===== src/rtl/gfm_pkg.sv =====
// Shared definitions for the digit-serial GF(2^m) multiplier.
// Assumes the reduction polynomial's low part has degree below TAP_W.
package gfm_pkg;

    // Controller sequence states
    typedef enum logic [1:0] {
        ST_IDLE  = 2'd0,
        ST_FETCH = 2'd1,
        ST_MUL   = 2'd2
    } mul_state_t;

    // Width of the low-term tap vector of the reduction polynomial
    localparam int TAP_W = 8;

    // Low terms of x^163 + x^7 + x^6 + x^3 + 1 (bits 7, 6, 3, 0)
    localparam logic [TAP_W-1:0] RED_TAPS_163 = 8'b1100_1001;

endpackage


===== src/rtl/gfm_step.sv =====
// One digit step of the MSB-first multiplier: (work << D) ^ (A * digit), reduced.
// Purely combinational. Assumes the highest tap degree plus D-1 stays below N,
// so a single fold of the D overflow bits is enough for full reduction.
module gfm_step
    import gfm_pkg::*;
#(
    parameter int               N    = 163,
    parameter int               D    = 2,
    parameter logic [TAP_W-1:0] TAPS = RED_TAPS_163
) (
    input  logic [N-1:0] work_i,
    input  logic [N-1:0] a_i,
    input  logic [D-1:0] dig_i,
    output logic [N-1:0] work_o
);

    localparam int SW = N + D;

    logic [SW-1:0] pp [D];
    logic [SW-1:0] acc;
    logic [D-1:0]  high;
    logic [N-1:0]  fold;

    // One shifted copy of A per digit bit, gated by that bit
    for (genvar j = 0; j < D; j++) begin : g_pp
        assign pp[j] = dig_i[j] ? (SW'(a_i) << j) : '0;
    end

    // Shift the accumulator by one digit and XOR in all partial products
    always_comb begin
        acc = {work_i, {D{1'b0}}};
        for (int j = 0; j < D; j++) begin
            acc = acc ^ pp[j];
        end
    end

    assign high = acc[SW-1:N];

    // Fold the overflow bits back through the polynomial's low terms
    always_comb begin
        fold = '0;
        for (int k = 0; k < TAP_W; k++) begin
            if (TAPS[k]) begin
                fold = fold ^ (N'(high) << k);
            end
        end
    end

    assign work_o = acc[N-1:0] ^ fold;

endmodule


===== src/rtl/gfm_bbuf.sv =====
// Holds the current W-bit word of operand B and presents its top D bits.
// Masks the padding bits of the most significant word on load; shifts
// left by D on each digit step. Assumes D divides W.
module gfm_bbuf #(
    parameter int W         = 16,
    parameter int D         = 2,
    parameter int VALID_TOP = 3
) (
    input  logic         clk,
    input  logic         rst_n,
    input  logic         load,
    input  logic         top_word,
    input  logic [W-1:0] word_i,
    input  logic         shift,
    output logic [D-1:0] dig_o
);

    localparam logic [W-1:0] TOP_MASK =
        (VALID_TOP >= W) ? {W{1'b1}} : W'((64'd1 << VALID_TOP) - 64'd1);

    logic [W-1:0] opb_q;
    logic [W-1:0] masked;

    // Clear the bits above the field size when the top word arrives
    assign masked = top_word ? (word_i & TOP_MASK) : word_i;

    // Word register: load a fresh word or move to the next digit
    always_ff @(posedge clk) begin
        if (!rst_n) begin
            opb_q <= '0;
        end else if (load) begin
            opb_q <= masked;
        end else if (shift) begin
            opb_q <= opb_q << D;
        end
    end

    assign dig_o = opb_q[W-1 -: D];

endmodule


===== src/rtl/gfm_ctrl.sv =====
// Sequencer: fetches B words from the top index down, runs W/D digit steps
// per word, pulses done after the last step. Stall freezes every register
// except the done pulse, which always clears after one cycle.
module gfm_ctrl
    import gfm_pkg::*;
#(
    parameter  int NW  = 11,
    parameter  int DPW = 8,
    localparam int IW  = (NW > 1) ? $clog2(NW) : 1
) (
    input  logic          clk,
    input  logic          rst_n,
    input  logic          start,
    input  logic          stall,
    input  logic          b_valid,
    output logic          b_req,
    output logic [IW-1:0] b_index,
    output logic          load_b,
    output logic          top_word,
    output logic          step,
    output logic          clear,
    output logic          busy,
    output logic          done
);

    localparam int DW = (DPW > 1) ? $clog2(DPW) : 1;

    mul_state_t    state_q;
    logic [IW-1:0] word_q;
    logic [DW-1:0] dig_q;
    logic          done_q;
    logic          last_step;

    // Decode of the current state into datapath strobes
    always_comb begin
        busy      = (state_q != ST_IDLE);
        b_req     = (state_q == ST_FETCH) && !stall;
        load_b    = b_req && b_valid;
        step      = (state_q == ST_MUL) && !stall;
        clear     = (state_q == ST_IDLE) && start && !stall;
        last_step = step && (dig_q == '0) && (word_q == '0);
        top_word  = (word_q == IW'(NW - 1));
    end

    // State, word and digit counters
    always_ff @(posedge clk) begin
        if (!rst_n) begin
            state_q <= ST_IDLE;
            word_q  <= '0;
            dig_q   <= '0;
            done_q  <= 1'b0;
        end else begin
            done_q <= last_step;
            case (state_q)
                ST_IDLE: begin
                    if (clear) begin
                        state_q <= ST_FETCH;
                        word_q  <= IW'(NW - 1);
                    end
                end
                ST_FETCH: begin
                    if (load_b) begin
                        state_q <= ST_MUL;
                        dig_q   <= DW'(DPW - 1);
                    end
                end
                ST_MUL: begin
                    if (step) begin
                        if (dig_q == '0) begin
                            if (word_q == '0) begin
                                state_q <= ST_IDLE;
                            end else begin
                                word_q  <= word_q - 1'b1;
                                state_q <= ST_FETCH;
                            end
                        end else begin
                            dig_q <= dig_q - 1'b1;
                        end
                    end
                end
                default: state_q <= ST_IDLE;
            endcase
        end
    end

    assign b_index = word_q;
    assign done    = done_q;

    // the completion flag never lasts two cycles
    a_r8_done_pulse: assert property (@(posedge clk) disable iff (!rst_n)
        done |=> !done);

    // a taken word is followed by at least one cycle without a request
    a_r3_req_gap: assert property (@(posedge clk) disable iff (!rst_n)
        (b_req && b_valid) |=> !b_req);

    // the top word is always the first one requested after a start
    a_r3_first_word: assert property (@(posedge clk) disable iff (!rst_n)
        (!busy && start && !stall) |=> (b_index == IW'(NW - 1)));

endmodule


===== src/rtl/gf2m_dsmul.sv =====
// Digit-serial GF(2^N) multiplier, B consumed MSB digit first, reduced each cycle.
// Assumes b_word matches b_index whenever b_valid is high and that the B words
// stay constant for the duration of a multiplication.
module gf2m_dsmul
    import gfm_pkg::*;
#(
    parameter  int               N    = 163,
    parameter  int               W    = 16,
    parameter  int               D    = 2,
    parameter  logic [TAP_W-1:0] TAPS = RED_TAPS_163,
    localparam int               NW   = (N + W - 1) / W,
    localparam int               IW   = (NW > 1) ? $clog2(NW) : 1
) (
    input  logic          clk,
    input  logic          rst_n,
    input  logic          start,
    input  logic          a_load,
    input  logic [N-1:0]  a_in,
    input  logic          stall,
    output logic          b_req,
    output logic [IW-1:0] b_index,
    input  logic          b_valid,
    input  logic [W-1:0]  b_word,
    output logic          done,
    output logic [N-1:0]  result
);

    localparam int DPW       = W / D;
    localparam int VALID_TOP = N - (NW - 1) * W;

    logic [N-1:0] a_q;
    logic [N-1:0] work_q;
    logic [N-1:0] work_nx;
    logic [D-1:0] digit;
    logic         load_b;
    logic         top_word;
    logic         step;
    logic         clear;
    logic         busy;

    gfm_ctrl #(
        .NW  (NW),
        .DPW (DPW)
    ) u_ctrl (
        .clk      (clk),
        .rst_n    (rst_n),
        .start    (start),
        .stall    (stall),
        .b_valid  (b_valid),
        .b_req    (b_req),
        .b_index  (b_index),
        .load_b   (load_b),
        .top_word (top_word),
        .step     (step),
        .clear    (clear),
        .busy     (busy),
        .done     (done)
    );

    gfm_bbuf #(
        .W         (W),
        .D         (D),
        .VALID_TOP (VALID_TOP)
    ) u_bbuf (
        .clk      (clk),
        .rst_n    (rst_n),
        .load     (load_b),
        .top_word (top_word),
        .word_i   (b_word),
        .shift    (step),
        .dig_o    (digit)
    );

    gfm_step #(
        .N    (N),
        .D    (D),
        .TAPS (TAPS)
    ) u_step (
        .work_i (work_q),
        .a_i    (a_q),
        .dig_i  (digit),
        .work_o (work_nx)
    );

    // Operand A register, writable only while idle and not stalled
    always_ff @(posedge clk) begin
        if (!rst_n) begin
            a_q <= '0;
        end else if (a_load && !busy && !stall) begin
            a_q <= a_in;
        end
    end

    // Accumulator: cleared by start, advanced one digit per step
    always_ff @(posedge clk) begin
        if (!rst_n) begin
            work_q <= '0;
        end else if (clear) begin
            work_q <= '0;
        end else if (step) begin
            work_q <= work_nx;
        end
    end

    assign result = work_q;

    // a stalled cycle leaves accumulator and operand A untouched
    a_r5_stall_freeze: assert property (@(posedge clk) disable iff (!rst_n)
        stall |=> ($stable(work_q) && $stable(a_q)));

    // an accepted start leaves a zero accumulator behind
    a_r9_clear_work: assert property (@(posedge clk) disable iff (!rst_n)
        (!busy && start && !stall) |=> (work_q == '0));

    // with no start, an idle block keeps its product
    a_r8_hold_result: assert property (@(posedge clk) disable iff (!rst_n)
        (!busy && !start) |=> $stable(work_q));

    // operand A cannot change once a multiplication has begun
    a_r7_a_locked: assert property (@(posedge clk) disable iff (!rst_n)
        busy |=> $stable(a_q));

endmodule


===== config.mk =====
export PLATFORM = sky130hd
export DESIGN_NAME = gf2m_dsmul
export DESIGN_NICKNAME = d
export VERILOG_FILES = /design/src/rtl/gfm_pkg.sv /design/src/rtl/gfm_step.sv /design/src/rtl/gfm_bbuf.sv /design/src/rtl/gfm_ctrl.sv /design/src/rtl/gf2m_dsmul.sv
export SDC_FILE = /design/constraint.sdc
export NUM_CORES = 1
export LEC_CHECK = 0
export ABC_AREA = 1
export BUFFER_PORTS_ARGS = -buffer_cell sky130_fd_sc_hd__buf_2
export CELL_PAD_IN_SITES_DETAIL_PLACEMENT = 1
export CELL_PAD_IN_SITES_GLOBAL_PLACEMENT = 1
export CORE_ASPECT_RATIO = 1.25
export CORE_UTILIZATION = 42
export DETAILED_ROUTE_END_ITERATION = 12
export GPL_TIMING_DRIVEN = 0
export PLACE_DENSITY = 0.95
export REMOVE_ABC_BUFFERS = 1
export SYNTH_ARGS = -nofsm -noshare
export SYNTH_HDL_FRONTEND = slang
export SYNTH_SLANG_ARGS = --single-unit

===== constraint.sdc =====
create_clock -name clk -period 3.3 [get_ports clk]
set_clock_uncertainty 0.2 [all_clocks]
set_input_delay 0.33 -clock clk [delete_from_list [all_inputs] [get_ports clk]]
set_output_delay 0.33 -clock clk [all_outputs]
set_load 0.02 [all_outputs]

## Word-level counts from Yosys, hierarchy flattened

Cells that the tools add are included.
Widths: inputs -> output; s select.

- Flip-flop bits (word level): 352
- Output and inout bits: 169
- Memories: 0
- Memory bits (read-only): 0
- Bits in writable memories: 0
- Logic and storage cells: 67
- Input port bits: 185
- Latch bits: 0

- Bitwise logic cells: 7
- Div/mod/pow operators: 0
- Magnitude comparators: 0
- Mux-type cells: 20
- Shifts and indexed selects: 0
- Eq/ne operators: 9
- Add/subtract/negate cells: 2
- $mul: 0
- Reduce and logical (&&, ||, !) cells: 22

Operator list:

| operator | number |
|---|---|
| $xor 165x165->165 | 2 |
| $mux 164 | 1 |
| $mux 163 | 1 |
| $xor 163x163->163 | 1 |
| $xor 163x8->163 | 1 |
| $xor 163x9->163 | 1 |
| $mux 16 | 3 |
| $mux 4 | 4 |
| $ne 2x2->1 const B | 6 |
| $logic_and 1x1->1 | 9 |
| $mux 3 | 3 |
| $mux 2 | 4 |
| $pmux 4 s2 | 1 |
| $reduce_and 4->1 | 2 |
| $reduce_bool 2->1 | 4 |
| $pmux 2 s3 | 1 |
| $pmux 3 s2 | 1 |
| $reduce_and 5->1 | 1 |
| $xor 2x5->5 | 1 |
| $eq 4x4->1 const B | 1 |
| $logic_not 4->1 | 1 |
| $sub 4x1->4 const B | 1 |
| $logic_not 3->1 | 1 |
| $sub 3x1->3 const B | 1 |
| other kinds (7) | 8 |

## Logic depth before layout (Yosys ltp)

- Depth in word-level cells: 7
- Gate-level depth with buffers: 11
- Mapped depth without buffers: 9

## By module

A second synthesis with hierarchy kept.

- Cells, all modules: 2724
- Area, all modules: 18308.8 µm²

By module, submodules not included:

| module | instances | area an instance (µm²) | sequential area each (µm²) | cells an instance |
|---|---|---|---|---|
| gf2m_dsmul | 1 | 12260.5 | 6526.3 | 1742 |
| gfm_step | 1 | 4526.8 | 0.0 | 727 |
| gfm_bbuf | 1 | 917.1 | 320.3 | 160 |
| gfm_ctrl | 1 | 604.3 | 200.2 | 95 |

## Worst setup path before layout

No wires, ideal clock.

- Kind: reg-to-reg
- Start point: register u_ctrl.state_q[1]
- End point: register u_bbuf.opb_q[14]
- Path slack: 1.541 ns
- Path buffers: 1
- Stages on the path, launching flop included: 10
- Data required time: 2.990 ns
- Data arrival time: 1.449 ns
- Setup time: 0.110 ns
- Period minus slack after synthesis: 1.759 ns
- Cell sequence: dfxtp_1 > inv_1 > nand2_1 > nor2_1 > a21oi_4 > buf_2 > nand2_1 > nand3_1 > nand2_1 > inv_1

- Cells in the longest elaborated chain, start to end: 4
- Elaborated cells between the ends (all ways): 7
- Classes of those cells: eq/ne: 2; mux: 1; reduce/logical: 4

Ends and longest elaborated chain:

| what | RTL line | text |
|---|---|---|
| start: declaration | gfm_ctrl.sv:28 | `mul_state_t state_q;` |
| start signal: assignment | gfm_ctrl.sv:48 | `state_q <= ST_IDLE;` |
| start signal: assignment | gfm_ctrl.sv:57 | `state_q <= ST_FETCH;` |
| start signal: assignment | gfm_ctrl.sv:63 | `state_q <= ST_MUL;` |
| $eq 2x1->1 * | gfm_ctrl.sv:37 | `b_req = (state_q == ST_FETCH) && !stall;` |
| $logic_and 1x1->1 * | gfm_ctrl.sv:37 |  |
| net b_req | gf2m_dsmul.sv:20 | `output logic b_req,` |
| $logic_and 1x1->1 * | gfm_ctrl.sv:38 | `load_b = b_req && b_valid;` |
| $mux 16 or $reduce_bool 2->1 (tied branches) | - |  |
| end signal: assignment | gfm_bbuf.sv:32 | `opb_q <= masked;` |
| end signal: assignment | gfm_bbuf.sv:34 | `opb_q <= opb_q << D;` |
| end: declaration | gfm_bbuf.sv:21 | `logic [W-1:0] opb_q;` |

Mark *: on every way through the listed nets, which the timed path passes. The rest lies on a longest branch.
A chain may end at the register's enable or synchronous reset.

## Worst setup path after layout

- Start point: register u_ctrl.state_q[0]
- End point: register work_q[76], in the netlist result[76]

- Cells in the longest elaborated chain, start to end: 4
- Elaborated cells between the ends (all ways): 6
- Classes of those cells: eq/ne: 1; reduce/logical: 5

Ends and longest elaborated chain:

| what | RTL line | text |
|---|---|---|
| $logic_not 2->1 | gfm_ctrl.sv:40 | `clear = (state_q == ST_IDLE) && start && !stall;` |
| $logic_and 1x1->1 (2 in series) | gfm_ctrl.sv:40 |  |
| $reduce_or 2->1 (no source line) | - |  |
| end signal: assignment | gf2m_dsmul.sv:101 | `work_q <= work_nx;` |
| end: declaration | gf2m_dsmul.sv:32 | `logic [N-1:0] work_q;` |

Parallel ways exist; a longest one is shown, timed or not.

==> flow_metrics.py <==
metrics = {
    "status": {
        "status": "completed",
    },
    "placement": {
        "post-place-ws_ns": 0.2928,
        "hpwl_um": 42200,
        "portBuffers": 353,
        "place_area_um2": 20480,
        "place_congestion": 0.8532,
    },
    "grt": {
        "antenna_found_initial": 17,
        "track_usage_pct": 39.47,
        "grt_pass1_wl_um": 136800,
        "overflow": 0,
        "first_global_vias": 24060,
        "grt_max_degree": 127,
    },
    "power": {
        "p_leak_uw": 0.01057,
        "powerDensity_nw_per_um2": 469.2,
        "seqPwrFrac_pct": 42.0,
        "ir_worst_vdd_v": 0.0005362,
        "pwr-share-comb_pct": 13.4,
        "p_int_uw": 8007,
        "switching_power_uw": 3290,
        "power_uw": 11300,
        "clkPwrFrac_pct": 44.6,
        "switching_share_pct": 29.12,
    },
    "critical_path": {
        "cp-start-kind": "register",
        "timing.critical_path.to": "result[76]",
        "crit_path_max_fanout": 102,
        "endpoint_kind": "register",
        "crit-reg2reg-capture": "result[76]",
        "cp_slowest_stage_delay_ns": 0.51,
        "crit_chain": "inv_2 > nand2_4 > nor2_8 > buf_16 > buf_16 > inv_8 > buf_16 > a21oi_1 > o21ai_0 > inv_1",
        "r2r-start": "u_ctrl.state_q[0]",
        "crit_family": "buffers and inverters",
        "cp.arrival_ns": 3.41,
        "cpMostUsedCell": "buf_16",
        "cp.depth": 10,
        "crit_start": "u_ctrl.state_q[0]",
        "r2r.worst_path.cells": 10,
        "cp_slowest_cell": "dfxtp_1",
        "critPathKind": "register to register",
        "required_ns": 3.54,
        "reg2reg_slack_ns": 0.13,
        "worst-path-buf-inv": 6,
    },
    "logic_synthesis": {
        "yosysWarnings": 0,
        "yosysMostFrequentCell": "nand2_1",
        "synth_top_area_cell": "dfxtp_1",
        "syn_area_um2": 18290,
        "synth_edf_count": 0,
        "synth_seq_area_share_pct": 38.53,
        "yosys-top-cells-count": "nand2_1, inv_1, dfxtp_1, a21oi_1, o21ai_0",
        "syn_area_per_cell_um2": 6.463,
        "synth-seq-cells": 352,
        "syn_inst": 2830,
        "synth_async_sr_flop_share_pct": 0,
        "ys.flop_type": "dfxtp_1",
        "synth_top_cell_area_share_pct": 38.53,
        "synth_cell_type_count": 26,
        "yosys-top-cells-area": "dfxtp_1, nand2_1, inv_1",
    },
    "clocking": {
        "clk_pin_slew_ns": 0.07,
        "cts_tree": "yes",
        "cts_htree_levels": 2,
        "clock-root-buffer": "clkbuf_16",
        "cts_setup_buffers": 0,
        "cts_buffers": 40,
        "cts_buffer_depth": 3,
        "clkLatencyLatePin_ns": 0.59,
        "clock_sinks": 352,
    },
    "drt": {
        "drc": 0,
        "wl_per_cell_um": 23.38,
        "drtIter0Drc": 1876,
        "routed_wl_um": 91360,
        "drtAntennaViolNets": 0,
        "first_pass_iters": 8,
        "vias_per_cell": 5.661,
        "vias": 22123,
    },
    "die": {
        "coreArea_um2": 42970,
        "rows": 85,
        "die-area_um2": 44390,
        "pin_count": 354,
        "die_w_um": 188.7,
        "die_y_um": 235.3,
        "start_util_pct": 42.57,
    },
    "sta": {
        "clock.fmax_ghz": 0.3155,
        "fin_crit_ns": 3.170,
        "setup_ws_ns": 0.1302,
        "fin_crit_sh_pct": 96.05,
        "relSlewSlack_pct": 45.58,
        "worst_hold_slack_ns": 0.03349,
        "tightestPinTransition_ns": 0.8163,
        "final_hold_viol_count": 0,
        "drv_slew": 0,
        "setup_viol_count_final": 0,
    },
    "worst_hold_path": {
        "min_path_type": "input pin to register",
        "hold_start": "rst_n",
    },
    "flow_run": {
        "max_cap_violations": 0,
    },
    "cells_and_area": {
        "fin_area_um2": 24080,
        "drive_above_1_share_pct": 13.30,
        "final_util_pct": 56.03,
        "syn2layout_area_growth_pct": 31.62,
        "nets": 3493,
    },
}
routing by layer:
metal / GRT usage (%) / up-vias / part of all wire, %
li1: - / 9590 / -
met1: 39.71 / 10630 / 34
met2: 68.39 / 1309 / 49
met3: 12.18 / 586 / 8.5
met4: 28.93 / 8 / 8.5
met5: 0 / - / 0.056
placed cells by master, fill, tap and decap left out, drive strengths merged:
cell type,n
a21oi,336
a31oi,2
buf,367
bufinv,5
clkbuf,61
clkinv,2
dfxtp,352
diode,12
dlygate4sd3,214
ha,5
inv,524
nand2,751
nand3,35
nand3b,3
nand4,1
nor2,181
nor4,1
o21ai,329
xnor2,3
xor2,159
worst register-to-register path: stages, from the launching register on:
cell	delay [ns]
dfxtp_1	0.51
inv_2	0.10
nand2_4	0.20
nor2_8	0.13
buf_16	0.22
buf_16	0.26
inv_8	0.53
buf_16	0.36
a21oi_1	0.24
o21ai_0	0.18
inv_1	0.13
power by group through the flow:
stage / clock (uW) / sequential [uW] / combinational, uW
after floorplan: 0 / 4800 / 591
after global placement: 0 / 4810 / 1010
after detailed placement: 0 / 4790 / 1110
after CTS: 4950 / 4700 / 1330
after global routing: 5220 / 4760 / 1600
final: 5040 / 4750 / 1510
repair_timing:
action                                 CTS  global route
gates resized for setup                  0             2
endpoints found under the hold margin  179             0
hold buffers                           214             0
setup endpoints to repair                0             3
area by class of cell:
| type | instances | area, um^2 |
|---|---|---|
| fill | 5614 | 18890 |
| multi-input combinational | 1806 | 8608 |
| sequential | 352 | 7054 |
| timing repair buffer | 581 | 4300 |
| inverter | 522 | 1967 |
| clock buffer | 61 | 1231 |
| tap | 565 | 706.9 |
| clock inverter | 9 | 177.7 |
| antenna | 12 | 30.03 |
cell families (layout without fill, tap and decap cells):
logic type | count (synthesis) | count (layout) | synth area share (%)
AOI/OAI and AO/OA | 667 | 667 | 18.33
xor gates and xnor gates | 162 | 162 | 7.757
adders and majority gates | 5 | 5 | 0.3420
buffers and inverters | 673 | 1173 | 14.64
DFF | 352 | 352 | 38.53
other | 0 | 12 | 0
and+or+nand+nor | 971 | 972 | 20.41
registers in the layout (all words and copies together) (netlist names):
register        count
a_q               163
u_ctrl.b_index      4
result            163
u_bbuf.opb_q       16
u_ctrl.state_q      2
u_ctrl.dig_q        3
u_ctrl.done         1
worst min path at each step:
stage | endpoint | slack, ns | cells past startpoint
after floorplan | u_ctrl.dig_q[0] | 0.22 | 1
after global routing | a_q[81] | 0.04 | 3
after global placement | u_ctrl.dig_q[0] | 0.24 | 1
after CTS | a_q[15] | 0.0002 | 3
final | a_q[81] | 0.03 | 3
after detailed placement | a_q[65] | 0.26 | 2
through the flow:
step                std cells  setup TNS, ns
global route             3904       -0.06305
finish                   3908              0
detailed placement       3611              0
floorplan                2679        -719.97
CTS                      3895              0
global placement         3597       -1944.96
(Power assumes the default switching activity.)
